`src/rtl/dac_stage_pkg.sv`:
```
package dac_stage_pkg;
  localparam int BYTE_W = 8;
  localparam int CODE_W = 10;
  localparam int ADDR_W = 2;

  localparam logic [ADDR_W-1:0] A_CTRL = 2'd0;
  localparam logic [ADDR_W-1:0] A_LOW  = 2'd1;
  localparam logic [ADDR_W-1:0] A_HIGH = 2'd2;

  typedef struct packed {
    logic [2:0] sel;
    logic       auto_trig;
    logic       left;
    logic       pad_en;
    logic       conv_en;
  } ctrl_t;

  function automatic logic [CODE_W-1:0] compose(input logic left,
                                                input logic [BYTE_W-1:0] hi,
                                                input logic [BYTE_W-1:0] lo);
    if (left) compose = {hi, lo[7:6]};
    else      compose = {hi[1:0], lo};
  endfunction
endpackage

```
`src/rtl/dac_regbank.sv`:
```
module dac_regbank
  import dac_stage_pkg::*;
(
  input  logic              clk,
  input  logic              rst_n,
  input  logic [ADDR_W-1:0] addr,
  input  logic              we,
  input  logic [BYTE_W-1:0] wdata,
  output logic [BYTE_W-1:0] rdata,
  output ctrl_t             ctrl_q,
  output logic [BYTE_W-1:0] low_q,
  output logic              lo_wr,
  output logic              hi_wr,
  output logic              lock_q
);
  ctrl_t             ctrl_d;
  logic [BYTE_W-1:0] low_d, high_q, high_d;
  logic              lock_d, ctrl_wr;

  assign ctrl_wr = we && (addr == A_CTRL);
  assign lo_wr   = we && (addr == A_LOW);
  assign hi_wr   = we && (addr == A_HIGH);

  always_comb begin
    ctrl_d = ctrl_q;
    low_d  = low_q;
    high_d = high_q;
    lock_d = lock_q;
    if (ctrl_wr) ctrl_d = '{sel: wdata[7:5], auto_trig: wdata[3], left: wdata[2],
                            pad_en: wdata[1], conv_en: wdata[0]};
    if (lo_wr) begin
      low_d  = wdata;
      lock_d = 1'b1;
    end
    if (hi_wr) begin
      high_d = wdata;
      lock_d = 1'b0;
    end
  end

  always_ff @(posedge clk or negedge rst_n) begin
    if (!rst_n) begin
      ctrl_q <= '0;
      low_q  <= '0;
      high_q <= '0;
      lock_q <= 1'b0;
    end else begin
      ctrl_q <= ctrl_d;
      low_q  <= low_d;
      high_q <= high_d;
      lock_q <= lock_d;
    end
  end

  always_comb begin
    rdata = '0;
    case (addr)
      A_CTRL: rdata = {ctrl_q.sel, 1'b0, ctrl_q.auto_trig, ctrl_q.left,
                       ctrl_q.pad_en, ctrl_q.conv_en};
      A_LOW:  rdata = ctrl_q.left ? {low_q[7:6], 6'b0} : low_q;
      A_HIGH: rdata = ctrl_q.left ? high_q : {6'b0, high_q[1:0]};
      default: rdata = '0;
    endcase
  end
endmodule

```
`src/rtl/dac_edge_pick.sv`:
```
module dac_edge_pick #(
  parameter int N_EVT = 8,
  localparam int SEL_W = $clog2(N_EVT)
) (
  input  logic             clk,
  input  logic             rst_n,
  input  logic [N_EVT-1:0] flags,
  input  logic [SEL_W-1:0] sel,
  output logic             rise
);
  logic [N_EVT-1:0] prev_q, edge_v;

  genvar g;
  generate
    for (g = 0; g < N_EVT; g++) begin : g_edge
      assign edge_v[g] = flags[g] & ~prev_q[g];
    end
  endgenerate

  assign rise = edge_v[sel];

  always_ff @(posedge clk or negedge rst_n) begin
    if (!rst_n) prev_q <= '0;
    else        prev_q <= flags;
  end
endmodule

```
`src/rtl/dac_code_update.sv`:
```
module dac_code_update
  import dac_stage_pkg::*;
(
  input  logic              clk,
  input  logic              rst_n,
  input  ctrl_t             ctrl,
  input  logic              hi_wr,
  input  logic              lo_wr,
  input  logic              lock_q,
  input  logic              rise,
  input  logic [BYTE_W-1:0] wdata,
  input  logic [BYTE_W-1:0] low_q,
  output logic [CODE_W-1:0] code_q
);
  logic [CODE_W-1:0] staged_q, staged_d, code_d, fresh;
  logic              blocked, trig_go;

  assign fresh   = compose(ctrl.left, wdata, low_q);
  assign blocked = lo_wr || (lock_q && !hi_wr);
  assign trig_go = ctrl.auto_trig && rise && !blocked;

  always_comb begin
    staged_d = hi_wr ? fresh : staged_q;
    code_d   = code_q;
    if (ctrl.conv_en) begin
      if (hi_wr && !ctrl.auto_trig) code_d = fresh;
      else if (trig_go)             code_d = staged_d;
    end
  end

  always_ff @(posedge clk or negedge rst_n) begin
    if (!rst_n) begin
      staged_q <= '0;
      code_q   <= '0;
    end else begin
      staged_q <= staged_d;
      code_q   <= code_d;
    end
  end
endmodule

```
`src/rtl/dac_code_stage.sv`:
```
module dac_code_stage
  import dac_stage_pkg::*;
#(
  parameter int N_EVT = 8
) (
  input  logic              clk,
  input  logic              rst_n,
  input  logic [ADDR_W-1:0] bus_addr,
  input  logic              bus_we,
  input  logic [BYTE_W-1:0] bus_wdata,
  output logic [BYTE_W-1:0] bus_rdata,
  input  logic [N_EVT-1:0]  evt_flags,
  output logic [CODE_W-1:0] dac_code,
  output logic              dac_on,
  output logic              pad_drive
);
  logic [1:0]        rst_pipe;
  logic              rst_sn;
  ctrl_t             ctrl_q;
  logic [BYTE_W-1:0] low_q;
  logic              lo_wr, hi_wr, lock_q, rise;

  always_ff @(posedge clk or negedge rst_n) begin
    if (!rst_n) rst_pipe <= '0;
    else        rst_pipe <= {rst_pipe[0], 1'b1};
  end
  assign rst_sn = rst_pipe[1];

  dac_regbank u_regs (
    .clk(clk), .rst_n(rst_sn), .addr(bus_addr), .we(bus_we), .wdata(bus_wdata),
    .rdata(bus_rdata), .ctrl_q(ctrl_q), .low_q(low_q), .lo_wr(lo_wr),
    .hi_wr(hi_wr), .lock_q(lock_q)
  );

  dac_edge_pick #(.N_EVT(N_EVT)) u_edge (
    .clk(clk), .rst_n(rst_sn), .flags(evt_flags), .sel(ctrl_q.sel), .rise(rise)
  );

  dac_code_update u_upd (
    .clk(clk), .rst_n(rst_sn), .ctrl(ctrl_q), .hi_wr(hi_wr), .lo_wr(lo_wr),
    .lock_q(lock_q), .rise(rise), .wdata(bus_wdata), .low_q(low_q),
    .code_q(dac_code)
  );

  assign dac_on    = ctrl_q.conv_en;
  assign pad_drive = ctrl_q.pad_en & ctrl_q.conv_en;
endmodule

```
`config.mk`:
```
export PLATFORM = sky130hd
export DESIGN_NAME = dac_code_stage
export DESIGN_NICKNAME = d
export VERILOG_FILES = /design/src/rtl/dac_stage_pkg.sv /design/src/rtl/dac_regbank.sv /design/src/rtl/dac_edge_pick.sv /design/src/rtl/dac_code_update.sv /design/src/rtl/dac_code_stage.sv
export SDC_FILE = /design/constraint.sdc
export NUM_CORES = 1
export LEC_CHECK = 0
export BUFFER_PORTS_ARGS = -buffer_cell sky130_fd_sc_hd__buf_4
export CORE_UTILIZATION = 40
export DETAILED_ROUTE_END_ITERATION = 6
export SETUP_SLACK_MARGIN = 0.05
export SYNTH_ARGS = -nofsm -noshare
export SYNTH_HDL_FRONTEND = slang
export SYNTH_SLANG_ARGS = --single-unit
```
`constraint.sdc`:
```
create_clock -name clk -period 4.1 [get_ports clk]
set_clock_uncertainty 0.2 [all_clocks]
set_input_delay 0.82 -clock clk [delete_from_list [all_inputs] [get_ports clk]]
set_output_delay 0.82 -clock clk [all_outputs]
set_load 0.02 [all_outputs]
```
[After elaboration in Yosys (flattened, before gate mapping)]
Cells that the tools add are included.
Operators by class
  muxes and demuxes: 11
  $lt $le $gt $ge: 1
  reduce and logical (&&, ||, !) cells: 15
  equal/unequal tests: 2
  bitwise operators: 17
Operators by type and width (count)
  10-bit two-way mux: 4
  8-bit one-hot mux with 3 select lines: 1
  1-bit AND: 9
  8-bit two-way mux: 1
  1-bit inverter: 8
  1-bit logical AND: 7
  6-bit two-way mux: 1
  3-bit by 4-bit < comparator with 1-bit output (second input constant): 1
  2-bit nonzero test: 2
  1-bit binary-select mux with 3-bit select: 1
  1-bit zero test: 3
  1-bit two-way mux: 3
  2-bit by 1-bit == test with 1-bit output (second input constant): 1
  2-bit == test (second input constant): 1
  2-bit zero test: 1
  2-bit AND reduction: 1
  1-bit logical OR: 1
Word-level totals
  flip-flop bits (word level): 54
  logic and storage cells: 58
  output and inout bits: 20
  input bits: 21

[Logic depth before layout (Yosys ltp)]
  depth in word-level cells: 9
  mapped depth: 7
  gate-level depth less buffers: 5

[Hierarchy]
A second synthesis with hierarchy kept.
Second synthesis, totals
  cell total of the unflattened synthesis: 185
  area total of the unflattened synthesis: 2432.3 sq um
Modules (own cells, without submodules)
  dac_regbank: seq. area each 600.6 sq um, cells each 87, area each 1141.1 sq um, times used 1
  dac_code_update: seq. area each 500.5 sq um, cells each 68, area each 893.4 sq um, times used 1
  dac_edge_pick: seq. area each 200.2 sq um, cells each 26, area each 337.8 sq um, times used 1
  dac_code_stage: seq. area each 50.0 sq um, cells each 4, area each 60.1 sq um, times used 1

[Least setup slack after synthesis]
OpenSTA, ideal clock, no wires.
  path type: input-to-output
  from: in bus_addr[1]
  to: out bus_rdata[5]
  arrival: 1713 ps
  path buffers: 1
  data required time: 3080 ps
  stages on the path: 3
  path slack: 1367 ps
  path through: clkbuf_1 > a31oi_1 > o21ai_0
Between the ends
  word-level cells in the longest chain between the ends: 2
  elaborated cells between the ends (all ways): 4
  those cells by class: eq/ne (2); mux (1); reduce/logical (1)
RTL lines
  from (decl): RTL line dac_code_stage.sv:8  | input logic [ADDR_W-1:0] bus_addr,
  2-bit == test (tied with other cells): RTL line dac_regbank.sv:57  | case (addr)
  8-bit one-hot mux with 3 select lines *: RTL line dac_regbank.sv:57
  to (decl): RTL line dac_code_stage.sv:11  | output logic [BYTE_W-1:0] bus_rdata,
Mark *: on every way between the ends. The rest lies on a longest branch, timed or not.

[Worst setup path after layout]
  from: in bus_addr[0]
  to: out bus_rdata[5]
The elaborated chain is that of the path after synthesis.

==> results.sh <==
export IMPL_finalCritPeriodShare_pct=73.42
export IMPL_synth_most_common_cell="dfrtp_1"
export IMPL_fmax_mhz=332.2
export IMPL_antenna_found_initial=0
export IMPL_rsz0062_at_grt="no"
export IMPL_dp_slack_ps=1112
export IMPL_min_period_ps=3010
export IMPL_clkTransAtPathRegs_ps=90
export IMPL_synthFlopType="dfrtp_1"
export IMPL_postCtsSetupBuffers=0
export IMPL_grt_pass1_vias=1688
export IMPL_worstPathRequired_ps=3080
export IMPL_yosys_warnings=0
export IMPL_die_h_um=81.16
export IMPL_hold_class="in -> async"
export IMPL_syn_inst=217
export IMPL_worstSetupPathType="in -> out"
export IMPL_drtAntennaViolNets=0
export IMPL_drive_above_1_share_pct=27.95
export IMPL_setup_viol=0
export IMPL_synth_seq_area_share_pct=53.92
export IMPL_ir_drop_mv=0.2405
export IMPL_hpwl_mm=3.815
export IMPL_cap_violations=0
export IMPL_start_kind="primary input"
export IMPL_worstSetupEndpointType="output pin"
export IMPL_synth_edf_count=0
export IMPL_status="complete, no violations"
export IMPL_grt_total_usage_pct=18.17
export IMPL_wl_per_cell_um=16.42
export IMPL_syn_avg_cell_area_um2=11.55
export IMPL_vias=1812
export IMPL_firstDrtPassIters=4
export IMPL_area_delta_synth_final_pct=18.42
export IMPL_worstPathMaxFanout=13
export IMPL_hold_viol=0
export IMPL_wirelength_mm=5.402
export IMPL_pwr_density_cell_mw_per_mm2=523.8
export IMPL_die_w_um=81.16
export IMPL_r2r_slack_ps=1620
export IMPL_portBuffers=40
export IMPL_ctsHoldBuffers=0
export IMPL_async_reset_ff_share_pct=100.0
export IMPL_tns_ps=0
export IMPL_fillers=544
export IMPL_n_antenna_cell=0
export IMPL_initial_core_util_pct=41.83
export IMPL_gp_congestion=0.7876
export IMPL_synth_area_mm2=0.002506
export IMPL_cts_max_path_buffers=2
export IMPL_io_pins=41
export IMPL_grt_start_max_net_pins=53
export IMPL_num_rows=28
export IMPL_synth_nets=238
export IMPL_cp_arrival_ps=1990
export IMPL_die_area_mm2=0.006586
export IMPL_grt_overflow_total=0
export IMPL_yosysTopAreaCell="dfrtp_1"
export IMPL_ys_ff_latch=54
export IMPL_tightest_slew_ps=902.5
export IMPL_nets=274
export IMPL_slew_headroom_pct=39.77
export IMPL_ctsHtreeMaxLevel=2
export IMPL_cts_root_buf="clkbuf_8"
export IMPL_vias_per_cell=5.508
export IMPL_fin_ws_ps=1090
export IMPL_cts_sinks=54
export IMPL_p_leak_nw=1.354
export IMPL_synth_top_area_share_pct=53.92
export IMPL_cts_tree="built"
export IMPL_hold_ws_ps=74.69
export IMPL_cts_resized=0
export IMPL_cts_buffers=5
export IMPL_synth_common_cells="dfrtp_1, mux2_2, nand2_1"
export IMPL_drc_errors=0
export IMPL_core_mm2=0.005991
export IMPL_grt_pass1_wl_mm=8.604
export IMPL_stdcell_count=329
export IMPL_initialDrtViolationCount=158
export IMPL_synth_area_leaders="dfrtp_1, mux2_2, mux2i_1, o221ai_1, o311ai_1"
export IMPL_fin_util_pct=49.54
export IMPL_dpl_cell_count=321
export IMPL_timing_final_max_slew_violations=0
export IMPL_clk_latency_ps=310
export IMPL_synth_cell_type_count=36
routing by layer:
layer | global-route usage, % | vias to the layer above | wire, um
met5 | 0 | - | 0
met2 | 26.22 | 43 | 2449
met4 | 5.893 | 0 | 73
met3 | 4.719 | 5 | 221
li1 | - | 871 | -
met1 | 26.43 | 893 | 2658
worst paths after layout:
check                           cells after the start                          from                      endpoint
worst max-delay path                                6                   bus_addr[0]                  bus_rdata[5]
worst min-delay path                                1                         rst_n         rst_pipe[0]$_DFF_PN0_
worst max register to register                      4  u_regs.ctrl_q[6]$_DFFE_PN0P_   u_upd.code_q[1]$_DFFE_PN0P_
worst min register to register                      0         rst_pipe[0]$_DFF_PN0_         rst_pipe[1]$_DFF_PN0_
max in group asynchronous                           1         rst_pipe[1]$_DFF_PN0_  u_regs.ctrl_q[3]$_DFFE_PN0P_
min in group clk                                    0         rst_pipe[0]$_DFF_PN0_         rst_pipe[1]$_DFF_PN0_
sequential cells by signal, summed over array words and instances (netlist names):
| signal | count |
|---|---|
| u_regs.lock_q | 1 |
| u_upd.code_q | 10 |
| rst_pipe | 2 |
| u_regs.low_q | 8 |
| u_edge.prev_q | 8 |
| u_regs.ctrl_q | 7 |
| u_regs.high_q | 8 |
| u_upd.staged_q | 10 |
final cells by class:
| class | instances | area, um^2 | area share [%] |
|---|---|---|---|
| Multi-Input combinational cell | 138 | 1051 | 35.41 |
| Timing Repair Buffer | 42 | 315.3 | 10.62 |
| Clock buffer | 8 | 110.1 | 3.710 |
| Tap cell | 75 | 93.84 | 3.162 |
| Inverter | 12 | 45.04 | 1.518 |
| Sequential cell | 54 | 1353 | 45.57 |
power by group:
group | internal [mW] | total, mW | switching (mW)
clock network | 0.171 | 0.337 | 0.167
logic | 0.229 | 0.479 | 0.250
registers | 0.650 | 0.738 | 0.0879
worst max-delay path, cell delays in order:
cell     delay [ps]
buf_4           160
nor2b_1         250
nor2b_1         400
nand2_1         110
o21ai_0          80
buf_4           160
metrics by stage:
step,instance area (um^2),power [mW]
after floorplan,2506,1.047
after global placement,2858,1.225
after detailed placement,2858,1.232
after CTS,2968,1.574
after global routing,2968,1.655
final,2968,1.555
logic make-up after synthesis:
kind of cell	Yosys count	share of synthesized area, %
compound gates	50	15.28
other cells	1	0.1496
mux	35	15.58
buf+inv	25	4.144
simple gates	52	10.93
flops	54	53.92
cell usage in the layout, fill, tap and decap left out, types with 8 or more instances in the layout:
cell type | netlist | routed
clkbuf_8 | 0 | 8
nand2_1 | 19 | 19
nand2b_1 | 8 | 8
o221ai_1 | 10 | 10
nor2b_1 | 11 | 11
o21a_1 | 10 | 10
mux2_2 | 19 | 19
o311ai_1 | 10 | 10
dfrtp_1 | 54 | 53
mux2i_1 | 12 | 12
buf_4 | 0 | 42
inv_1 | 11 | 11
Note: power is estimated with default switching activity, not from simulation.
